==> src/rtl/tlbx_pkg.sv <==
package tlbx_pkg;
   localparam int ASID_W = 7;
   localparam int VPN_W  = 20;
   localparam int PERM_W = 3;

   typedef enum logic [1:0] {
      FLK_ALL  = 2'd0,
      FLK_NONE = 2'd1,
      FLK_SECT = 2'd2,
      FLK_GRP  = 2'd3
   } flk_e;

   typedef struct packed {
      logic              en;
      logic              use_asid;
      logic [ASID_W-1:0] asid;
      logic [VPN_W-1:0]  vmask;
      logic [VPN_W-1:0]  vval;
   } fl_dec_t;

   function automatic logic fl_hit(fl_dec_t d, logic [ASID_W-1:0] a, logic [VPN_W-1:0] v);
      return d.en && (!d.use_asid || (d.asid == a)) && ((v & d.vmask) == d.vval);
   endfunction
endpackage

==> src/rtl/tlbx_flush_dec.sv <==
module tlbx_flush_dec
   import tlbx_pkg::*;
(
   input  logic [31:0] cmd,
   output fl_dec_t     dec
);
   flk_e kind;
   logic unused_cmd;

   assign kind       = flk_e'(cmd[1:0]);
   assign unused_cmd = ^cmd[23:20];

   always_comb begin
      dec.use_asid = cmd[31];
      dec.asid     = cmd[30:24];
      case (kind)
         FLK_ALL:  begin dec.en = 1'b1; dec.vmask = '0; end
         FLK_SECT: begin dec.en = 1'b1; dec.vmask = {{10{1'b1}}, {10{1'b0}}}; end
         FLK_GRP:  begin dec.en = 1'b1; dec.vmask = {{18{1'b1}}, 2'b00}; end
         default:  begin dec.en = 1'b0; dec.vmask = '0; end
      endcase
      dec.vval = cmd[19:0] & dec.vmask;
   end
endmodule

==> src/rtl/tlbx_entries.sv <==
module tlbx_entries
   import tlbx_pkg::*;
#(
   parameter int N     = 8,
   parameter int PFN_W = 20,
   localparam int IDX_W = $clog2(N)
) (
   input  logic                        clk,
   input  logic                        rst_n,
   input  logic [N-1:0]                act,
   input  logic [ASID_W-1:0]           lk_asid,
   input  logic [VPN_W-1:0]            lk_vpn,
   input  logic [ASID_W-1:0]           rf_asid,
   input  logic [VPN_W-1:0]            rf_vpn,
   input  logic [PFN_W-1:0]            rf_pfn,
   input  logic [PERM_W-1:0]           rf_perm,
   input  logic                        wr_en,
   input  logic [IDX_W-1:0]            wr_idx,
   input  logic                        fl_valid,
   input  fl_dec_t                     fl_d,
   output logic [N-1:0]                valid_vec,
   output logic [N-1:0]                hit_vec,
   output logic [N-1:0]                upd_vec,
   output logic [N-1:0][PFN_W-1:0]     pfn_arr,
   output logic [N-1:0][PERM_W-1:0]    perm_arr
);
   for (genvar g = 0; g < N; g++) begin : g_line
      logic              vld_q;
      logic [ASID_W-1:0] asid_q;
      logic [VPN_W-1:0]  vpn_q;
      logic [PFN_W-1:0]  pfn_q;
      logic [PERM_W-1:0] perm_q;
      logic              kill;
      logic              sel;

      assign kill = fl_valid && fl_hit(fl_d, asid_q, vpn_q);
      assign sel  = wr_en && (wr_idx == IDX_W'(g));

      always_ff @(posedge clk or negedge rst_n) begin
         if (!rst_n) begin
            vld_q  <= 1'b0;
            asid_q <= '0;
            vpn_q  <= '0;
            pfn_q  <= '0;
            perm_q <= '0;
         end else if (sel) begin
            vld_q  <= 1'b1;
            asid_q <= rf_asid;
            vpn_q  <= rf_vpn;
            pfn_q  <= rf_pfn;
            perm_q <= rf_perm;
         end else if (kill) begin
            vld_q  <= 1'b0;
         end
      end

      assign valid_vec[g] = vld_q;
      assign hit_vec[g]   = vld_q && act[g] && (asid_q == lk_asid) && (vpn_q == lk_vpn);
      assign upd_vec[g]   = vld_q && act[g] && (asid_q == rf_asid) && (vpn_q == rf_vpn);
      assign pfn_arr[g]   = pfn_q;
      assign perm_arr[g]  = perm_q;
   end
endmodule

==> src/rtl/tlbx_victim.sv <==
module tlbx_victim #(
   parameter int N = 8,
   localparam int IDX_W  = $clog2(N),
   localparam int LCNT_W = $clog2(N + 1)
) (
   input  logic              clk,
   input  logic              rst_n,
   input  logic              rr_en,
   input  logic [LCNT_W-1:0] lines,
   input  logic [N-1:0]      act,
   input  logic [N-1:0]      valid_vec,
   input  logic [N-1:0]      upd_vec,
   input  logic              wr_en,
   output logic [IDX_W-1:0]  wr_idx
);
   logic [LCNT_W-1:0] ptr_q, ptr_ok, ptr_inc;
   logic [IDX_W-1:0]  upd_idx, free_idx;
   logic              upd_any, free_any;

   always_comb begin
      upd_idx  = '0;
      free_idx = '0;
      free_any = 1'b0;
      for (int i = N - 1; i >= 0; i--) begin
         if (upd_vec[i]) upd_idx = IDX_W'(i);
         if (act[i] && !valid_vec[i]) begin
            free_idx = IDX_W'(i);
            free_any = 1'b1;
         end
      end
   end

   assign upd_any = |upd_vec;
   assign ptr_ok  = (ptr_q < lines) ? ptr_q : '0;
   assign ptr_inc = ptr_ok + LCNT_W'(1);

   always_comb begin
      if (upd_any)       wr_idx = upd_idx;
      else if (rr_en)    wr_idx = ptr_ok[IDX_W-1:0];
      else if (free_any) wr_idx = free_idx;
      else               wr_idx = '0;
   end

   always_ff @(posedge clk or negedge rst_n) begin
      if (!rst_n)
         ptr_q <= '0;
      else if (wr_en && !upd_any && rr_en)
         ptr_q <= (ptr_inc >= lines) ? '0 : ptr_inc;
   end
endmodule

==> src/rtl/tlbx_core.sv <==
module tlbx_core
   import tlbx_pkg::*;
#(
   parameter int N     = 8,
   parameter int PFN_W = 20
) (
   input  logic              clk,
   input  logic              rst_n,
   input  logic              cfg_we,
   input  logic [31:0]       cfg_wdata,
   input  logic              lk_valid,
   output logic              lk_ready,
   input  logic [6:0]        lk_asid,
   input  logic [31:0]       lk_va,
   output logic              lk_rsp_valid,
   output logic              lk_hit,
   output logic [PFN_W-1:0]  lk_pfn,
   output logic [2:0]        lk_perm,
   output logic              miss_pend,
   output logic [6:0]        miss_asid,
   output logic [19:0]       miss_vpn,
   input  logic              rf_valid,
   input  logic [6:0]        rf_asid,
   input  logic [19:0]       rf_vpn,
   input  logic [PFN_W-1:0]  rf_pfn,
   input  logic [2:0]        rf_perm,
   input  logic              fl_valid,
   input  logic [31:0]       fl_cmd
);
   localparam int IDX_W  = $clog2(N);
   localparam int LCNT_W = $clog2(N + 1);

   if (N < 2 || N > 64) begin : g_bad_n
      $error("tlbx_core: N must lie in 2..64");
   end
   if (PFN_W < 1 || PFN_W > 32) begin : g_bad_pfn
      $error("tlbx_core: PFN_W must lie in 1..32");
   end
   if (LCNT_W > 27) begin : g_bad_lcnt
      $error("tlbx_core: line count field overlaps option bits");
   end

   logic              cfg_hum_q, cfg_rr_q;
   logic [LCNT_W-1:0] cfg_lines_q, lines_eff;
   logic [N-1:0]      act, valid_vec, hit_vec, upd_vec;
   logic [N-1:0][PFN_W-1:0]  pfn_arr;
   logic [N-1:0][PERM_W-1:0] perm_arr;
   logic [PFN_W-1:0]  pfn_mux;
   logic [PERM_W-1:0] perm_mux;
   logic [IDX_W-1:0]  wr_idx;
   fl_dec_t           fl_d;
   logic              lk_fire, miss_fire, rf_drop, wr_en;
   logic [VPN_W-1:0]  lk_vpn;
   logic              unused_in;

   assign lk_vpn    = lk_va[31:12];
   assign unused_in = ^{lk_va[11:0], cfg_wdata[31:30], cfg_wdata[27:LCNT_W]};

   always_ff @(posedge clk or negedge rst_n) begin
      if (!rst_n) begin
         cfg_hum_q   <= 1'b0;
         cfg_rr_q    <= 1'b0;
         cfg_lines_q <= '0;
      end else if (cfg_we) begin
         cfg_hum_q   <= cfg_wdata[29];
         cfg_rr_q    <= cfg_wdata[28];
         cfg_lines_q <= cfg_wdata[LCNT_W-1:0];
      end
   end

   assign lines_eff = (cfg_lines_q == '0 || cfg_lines_q > LCNT_W'(N)) ? LCNT_W'(N) : cfg_lines_q;

   for (genvar g = 0; g < N; g++) begin : g_act
      assign act[g] = (LCNT_W'(g) < lines_eff);
   end

   tlbx_flush_dec u_fdec (.cmd(fl_cmd), .dec(fl_d));

   assign rf_drop = fl_valid && fl_hit(fl_d, rf_asid, rf_vpn);
   assign wr_en   = rf_valid && !rf_drop;

   tlbx_entries #(.N(N), .PFN_W(PFN_W)) u_ent (
      .clk(clk), .rst_n(rst_n), .act(act),
      .lk_asid(lk_asid), .lk_vpn(lk_vpn),
      .rf_asid(rf_asid), .rf_vpn(rf_vpn), .rf_pfn(rf_pfn), .rf_perm(rf_perm),
      .wr_en(wr_en), .wr_idx(wr_idx),
      .fl_valid(fl_valid), .fl_d(fl_d),
      .valid_vec(valid_vec), .hit_vec(hit_vec), .upd_vec(upd_vec),
      .pfn_arr(pfn_arr), .perm_arr(perm_arr)
   );

   tlbx_victim #(.N(N)) u_vic (
      .clk(clk), .rst_n(rst_n), .rr_en(cfg_rr_q), .lines(lines_eff),
      .act(act), .valid_vec(valid_vec), .upd_vec(upd_vec),
      .wr_en(wr_en), .wr_idx(wr_idx)
   );

   always_comb begin
      pfn_mux  = '0;
      perm_mux = '0;
      for (int i = 0; i < N; i++) begin
         if (hit_vec[i]) begin
            pfn_mux  = pfn_mux | pfn_arr[i];
            perm_mux = perm_mux | perm_arr[i];
         end
      end
   end

   assign lk_ready  = !miss_pend || cfg_hum_q;
   assign lk_fire   = lk_valid && lk_ready;
   assign miss_fire = lk_fire && !(|hit_vec);

   always_ff @(posedge clk or negedge rst_n) begin
      if (!rst_n) begin
         lk_rsp_valid <= 1'b0;
         lk_hit       <= 1'b0;
         lk_pfn       <= '0;
         lk_perm      <= '0;
      end else begin
         lk_rsp_valid <= lk_fire;
         lk_hit       <= lk_fire && (|hit_vec);
         lk_pfn       <= pfn_mux;
         lk_perm      <= perm_mux;
      end
   end

   always_ff @(posedge clk or negedge rst_n) begin
      if (!rst_n) begin
         miss_pend <= 1'b0;
         miss_asid <= '0;
         miss_vpn  <= '0;
      end else if (miss_pend) begin
         if (rf_valid) miss_pend <= 1'b0;
      end else if (miss_fire) begin
         miss_pend <= 1'b1;
         miss_asid <= lk_asid;
         miss_vpn  <= lk_vpn;
      end
   end
endmodule

==> config.mk <==
export PLATFORM = sky130hd
export DESIGN_NAME = tlbx_core
export DESIGN_NICKNAME = d
export VERILOG_FILES = /design/src/rtl/tlbx_pkg.sv /design/src/rtl/tlbx_flush_dec.sv /design/src/rtl/tlbx_entries.sv /design/src/rtl/tlbx_victim.sv /design/src/rtl/tlbx_core.sv
export SDC_FILE = /design/constraint.sdc
export NUM_CORES = 1
export LEC_CHECK = 0
export CAP_MARGIN = 20
export CORE_MARGIN = 10
export CORE_UTILIZATION = 29
export DETAILED_ROUTE_END_ITERATION = 12
export PLACE_DENSITY = 0.55
export SLEW_MARGIN = 20
export SYNTH_ARGS = -nofsm -noshare
export SYNTH_HDL_FRONTEND = slang
export SYNTH_SLANG_ARGS = --single-unit
export TNS_END_PERCENT = 50
==> constraint.sdc <==
create_clock -name clk -period 2.9 [get_ports clk]
set_input_delay 0.435 -clock clk [delete_from_list [all_inputs] [get_ports clk]]
set_output_delay 0.435 -clock clk [all_outputs]
set_load 0.005 [all_outputs]
# ---- Word level (Yosys, flattened, before mapping)
# Cells that the tools add are included.
# Widths: inputs -> output; s select.
dict set report word_totals {
  regBits 471
  latch_bits 0
  ram_bits 0
  romBits 0
  in_bits 159
  word_cells 342
  memories 0
}
dict set report op_classes {
  n_addsub 1
  n_mul 0
  div_mod_pow 0
  magnitude_cmp 11
  n_eq_ne 59
  n_shift 0
  mux 67
  bitwise 25
  n_reduce_logical 128
}
# cell n
set op_table {}
lappend op_table {{$eq 20x20->1} 25}
lappend op_table {{$and 20x20->20} 10}
lappend op_table {{$eq 7x7->1} 25}
lappend op_table {{$mux 20} 8}
lappend op_table {{$or 20x20->20} 7}
lappend op_table {{$logic_and 1x1->1} 89}
lappend op_table {{$mux 3} 27}
lappend op_table {{$pmux 20 s2} 1}
lappend op_table {{$mux 1} 28}
lappend op_table {{$or 3x3->3} 7}
lappend op_table {{$lt 3x4->1 const A} 4}
lappend op_table {{$reduce_bool 2->1} 8}
lappend op_table {{$reduce_or 8->1} 2}
lappend op_table {{$logic_not 1->1} 13}
lappend op_table {{$eq 3x3->1 const B} 4}
lappend op_table {{$mux 4} 3}
lappend op_table {{$logic_or 1x1->1} 11}
lappend op_table {{$lt 1x4->1 const A} 2}
lappend op_table {{$lt 2x4->1 const A} 2}
lappend op_table {{$eq 3x2->1 const B} 2}
lappend op_table {{$add 4x1->4 const B} 1}
lappend op_table {{$eq 2x2->1 const B} 2}
lappend op_table {{$ge 4x4->1} 1}
lappend op_table {{$gt 4x4->1 const B} 1}
lappend op_table {{other kinds (8)} 8}

# ---- Depth between registers and ports, before layout
# Gate-level depths: netlist (run 1).
dict set report logic_depth {
  ltp_word 22
  mapped_depth 16
  depth_no_buf 14
}

# ---- Hierarchy
# A second synthesis (run 1) with hierarchy kept.
dict set report hier_totals {
  hier_cells 2514
  hier_area_um2 27861.7
}
# mod n_inst cells_each area_each_um2
set modules_own_cells {}
lappend modules_own_cells {tlbx_entries 1 2055 23401.2}
lappend modules_own_cells {tlbx_core 1 314 3428.3}
lappend modules_own_cells {tlbx_victim 1 93 676.9}
lappend modules_own_cells {tlbx_flush_dec 1 52 355.3}

# ---- Worst setup path after synthesis (run 1)
# Ideal clock, no wire load.
dict set report synth_path {
  kind {input to register}
  startpoint {input rf_vpn[7]}
  endpoint {register u_ent.g_line[5].asid_q[0]}
  setup_time_ps 128
  arrival_ps 3175
  required_ps 2772
  setup_slack_ps -402
  cell_stages 11
  path_buffers 2
  path_cell_list {clkbuf_1 -> xor2_1 -> nor4_1 -> nand2_1 -> or4_1 -> and4_4 -> a41o_1 -> a21oi_4 -> nor3b_4 -> buf_6 -> mux2_1}
}
dict set report synth_between {
  elab_chain_len 13
  elab_cells_between_ends 34
}
# item line_no
set synth_lines {}
lappend synth_lines {{start: declaration} tlbx_core.sv:24} ;# input logic [19:0] rf_vpn,
lappend synth_lines {{$eq 20x20->1} tlbx_entries.sv:59} ;# assign upd_vec[g] = vld_q && act[g] && (asid_q == rf_asid) && (vpn_q == rf_vpn);
lappend synth_lines {{$logic_and 1x1->1} tlbx_entries.sv:59}
lappend synth_lines {{$mux 3 (8 in series)} tlbx_victim.sv:25} ;# if (upd_vec[i]) upd_idx = IDX_W'(i);
lappend synth_lines {{$mux 3} tlbx_victim.sv:38} ;# if (upd_any) wr_idx = upd_idx;
lappend synth_lines {{$eq 3x3->1} tlbx_entries.sv:37} ;# assign sel = wr_en && (wr_idx == IDX_W'(g));
lappend synth_lines {{$logic_and 1x1->1 (*)} tlbx_entries.sv:37}
lappend synth_lines {{end signal: assignment} tlbx_entries.sv:48} ;# asid_q <= rf_asid;
lappend synth_lines {{end: declaration} tlbx_entries.sv:29} ;# logic [ASID_W-1:0] asid_q;
# Mark *: on every way between the ends. The rest lies on a longest branch, timed or not.
# A chain may end at the register's enable or synchronous reset.

# ---- Worst setup path after layout (run 1)
dict set report layout_path {
  startpoint {register u_ent.g_line[3].vpn_q[1]}
  endpoint {register u_ent.g_line[0].vpn_q[11]}
}
dict set report layout_between {
  elab_chain_len 9
  elab_cells_between_ends 10
}
# item line_no
set layout_lines {}
lappend layout_lines {{start: declaration} tlbx_entries.sv:30} ;# logic [VPN_W-1:0] vpn_q;
lappend layout_lines {{start signal: assignment} tlbx_entries.sv:49} ;# vpn_q <= rf_vpn;
lappend layout_lines {{$eq 20x20->1 (*)} tlbx_entries.sv:59}
lappend layout_lines {{$logic_and 1x1->1 (*)} tlbx_entries.sv:59}
lappend layout_lines {{$mux 3 (4 in series)} tlbx_victim.sv:25}
lappend layout_lines {{$mux 3 (*)} tlbx_victim.sv:38}
lappend layout_lines {{$logic_not 3->1 (*)} tlbx_entries.sv:37}
lappend layout_lines {{$logic_and 1x1->1 (*)} tlbx_entries.sv:37}
lappend layout_lines {{end signal: assignment} tlbx_entries.sv:49}
lappend layout_lines {{end: declaration} tlbx_entries.sv:30}
# Marks and branches as above.

==> metrics.txt, run 1 <==
Critical Path Max Stage Delay=720 ps; slowest CP cell=or4_4; DP Area=35,800 sq um; Total Routed Length=136,000 um; Worst EP required=3420 ps; clk sink count=471; GRT Total Usage=0.252; hold depth=3; syn nets=2,380; Cells after Synth=between 2,000 and 2,500; PnR worst setup slack=-879 ps; GP Congestion=1.04; Final ANT Viol Nets=0; Starting Density=0.293; fin area=39,800 sq um; RR Startpoint=u_ent.g_line[3].vpn_q[1]$_DFFE_PN0P_; HPWL Detailed=102,000 um; Power, Total=0.0406 W; GR Util met1=0.330; endpoints failing setup=463; TritonCTS Buffers=between 50 and 60; Tightest Hold Check Type=input port to flop; Ports=213; maxcap violations=0; top cells by area, synth=dfrtp_1, mux2_2, xor2_1; final worst-path cycle share=1.30; drt drc=0; M3 GR Usage=0.0398; Worst-Skew Late Latency=690 ps; CTS clk-pin slew, worst paths=60 ps; maximum fanout along the worst path=5; pre-CTS WS=-1820 ps; num rows=between 100 and 150; CTS tree=yes; GR Overflow Total=0; Hold WS=249 ps; RSZ-0062 raised after global routing=yes; Cell Pwr Density=1020 nW/um^2; fmax=0.265 GHz; CORE AREA=90,400 sq um; R2R cell count=12; Area Overhead vs Synth=50.1%; CP delay by family, top=simple AND/OR/NAND/NOR gates; first-pass GRT wire length=roughly 190,000 um; vias in the first global route=23,100; Setup Crit Path Kind=flop to flop; Post-Synthesis Cell Area=26,500 sq um; DIE AREA=104,000 sq um; nature of the critical path endpoint=flop; clock root cell=clkbuf_16; top_reg_cell synth=dfrtp_1; die width=roughly 320 um; share of cells above drive strength 1=0.448; worst flop-to-flop path endpoint=u_ent.g_line[0].vpn_q[11]$_DFFE_PN0P_; Synth area leader=dfrtp_1; Die H=322 um; #FFs+latches synth=471; most frequent CP cell=buf_6; 1st-iter DRT viols=2,228; Slew HR=0.422; Async SR Flop Fraction=1.00; initial antenna violation count=5; hold path endpoint=u_ent.g_line[1].vpn_q[7]$_DFFE_PN0P_; Seq/Total Area, Yosys=0.444; CTS H-tree lvls=2; # nets final=3,215; Final min period=3780 ps; reg-to-reg slack, setup=-880 ps; Bufs and invs on worst path=4; Synth top area share=0.444; largest net degree at the start of global routing=89; setup TNS=-318,240 ps; DR vias=about 22,000; outcome=finished with violations; Final Skew=63.7 ps; Critical Path AT=4300 ps; routed length per instance=between 30 and 40 um; Hold Startpoint=rf_vpn[7]; worst IR drop on VDD=0.569 mV; Clock Path Buffers=3; Slew Viols, Final=0; Unique masters post-synth=65; number of synthesized flops with an enable pin=0; GR met2 Demand/Resource=0.402; post-synthesis area per instance=approximately 12 sq um; Worst-Margin Slew=861 ps; LEAKAGE=between 15 and 20 nW; vias per inst=5.24; Ys Warns=0; DRT Pass-1 Iters=6; Final Hold Fails=0; GR peak layer=met2; worst path cell trace=xnor2_4, nand4_1, or4_4, o21a_1, a41o_1, a21oi_4, buf_6, nand3b_1, buf_6, buf_4, buf_8, mux2_4; failing checks=setup timing; Buffers on Ports=170; CP Launch Type=flop
## worst max path at each step
stage	startpoint	endpoint	depth (start not counted)
2_1_floorplan	rf_vpn[12]	u_ent.g_line[5].asid_q[1]$_DFFE_PN0P_	11
3_3_place_gp	rf_vpn[1]	u_ent.g_line[5].pfn_q[2]$_DFFE_PN0P_	12
3_5_place_dp	rf_vpn[1]	u_ent.g_line[5].pfn_q[6]$_DFFE_PN0P_	12
4_1_cts	u_ent.g_line[3].vpn_q[1]$_DFFE_PN0P_	u_ent.g_line[2].vpn_q[10]$_DFFE_PN0P_	12
5_1_grt	rf_vpn[3]	u_ent.g_line[0].vpn_q[11]$_DFFE_PN0P_	15
6_report	u_ent.g_line[3].vpn_q[1]$_DFFE_PN0P_	u_ent.g_line[0].vpn_q[11]$_DFFE_PN0P_	12
## cell families (layout without fill, tap and decap cells)
logic type / count (synthesis) / in the layout / synth area share
simple gates: 297 / 297 / 0.0673
xor+xnor: 643 / 643 / 0.212
compound gates: 165 / 165 / 0.0500
buf+inv: 195 / 1076 / 0.0354
flops: 471 / 471 / 0.444
fa+ha+maj: 8 / 8 / 0.00377
mux: 434 / 434 / 0.187
other cells: 0 / 1 / 0
## tightest hold or removal path, stage by stage
cell	delay [ps]
dlymetal6s2s_1	130
buf_12	150
mux2_2	140
## final cells by class
class / count / area [sq um]
diodes: 1 / 2.50
inverters: 20 / 75.1
clock inverters: 26 / 318
flip-flops and latches: 471 / 11800
fillers: 8340 / 50600
clock buffers: 80 / 1630
repair buffers: 950 / 9270
well taps: 1176 / 1470
multi-input cells: 1547 / 15300
## cell usage in the layout, fill, tap and decap left out, types with 46 or more instances in the layout
cell type / count
mux2_4: 249
a222oi_1: 46
clkbuf_16: 66
xor2_1: 392
dfrtp_1: 465
nor4_1: 70
buf_12: 87
clkdlybuf4s50_1: 161
mux2_2: 175
buf_4: 634
xnor2_1: 237
nand4_1: 73
## synthesized netlist by cell type, types with 6 or more instances
cell type and instances:
a21o_1 7, buf_6 8, mux2_2 366, buf_2 72, buf_4 15, xor2_1 400, a22oi_1 24, nand2b_1 7
o41ai_1 7, nor2_1 6, mux2_4 19, nor4_1 94, dfrtp_1 471, clkbuf_1 80, xnor2_1 243, ha_1 8
a41o_1 6, a21oi_1 17, inv_1 19, nand3_1 39, nand2_1 26, mux2_1 49, nand4_1 73, nor3_1 12
o21ai_0 17, or4_1 12, and2_1 7, a222oi_1 46
## registers in the layout, summed over array words and instances, names as in the netlist, 7 cells and up
register and count:
miss_vpn 20, u_ent.g_line.vpn_q 160, lk_pfn 20, u_ent.g_line.asid_q 56
u_ent.g_line.pfn_q 160, u_ent.g_line.vld_q 8, miss_asid 7, u_ent.g_line.perm_q 24
## per-layer routing
layer / vias up / wire (um) / part of all wire
met5: - / 35 / 0.00026
met4: 6 / 7990 / 0.059
met3: 231 / 8640 / 0.063
met2: 907 / 61600 / 0.45
met1: 11700 / 57900 / 0.43
li1: 9541 / - / -
## metrics by stage
stage	util	cells
after floorplan	-	2213
after global placement	0.396	4095
after detailed placement	0.396	4095
after CTS	0.432	4247
after global routing	0.440	4270
final	0.440	4271
## what timing repair did
action	in CTS	in global routing
hold endpoints to repair	47	0
hold buffers	1	0
pin swaps	17	39
setup buffers	33	20
resized for setup	148	91
setup endpoints to repair	464	463
gates cloned	14	9
## report_power, final
group	switching, W	internal [W]
clock network	0.00320	0.00431
registers	0.00234	0.00942
logic	0.0101	0.0113
(Power assumes the default switching activity.)
==> run 2: changes to the inputs <==
--- a/config.mk
+++ b/config.mk
@@ -9,6 +9,7 @@
 export CORE_MARGIN = 10
 export CORE_UTILIZATION = 29
 export DETAILED_ROUTE_END_ITERATION = 12
+export HOLD_SLACK_MARGIN = 0.15
 export PLACE_DENSITY = 0.55
 export SLEW_MARGIN = 20
 export SYNTH_ARGS = -nofsm -noshare
==> results of run 2 <==
Same layout as run 1: the final DEF is identical, and so are final timing and power.
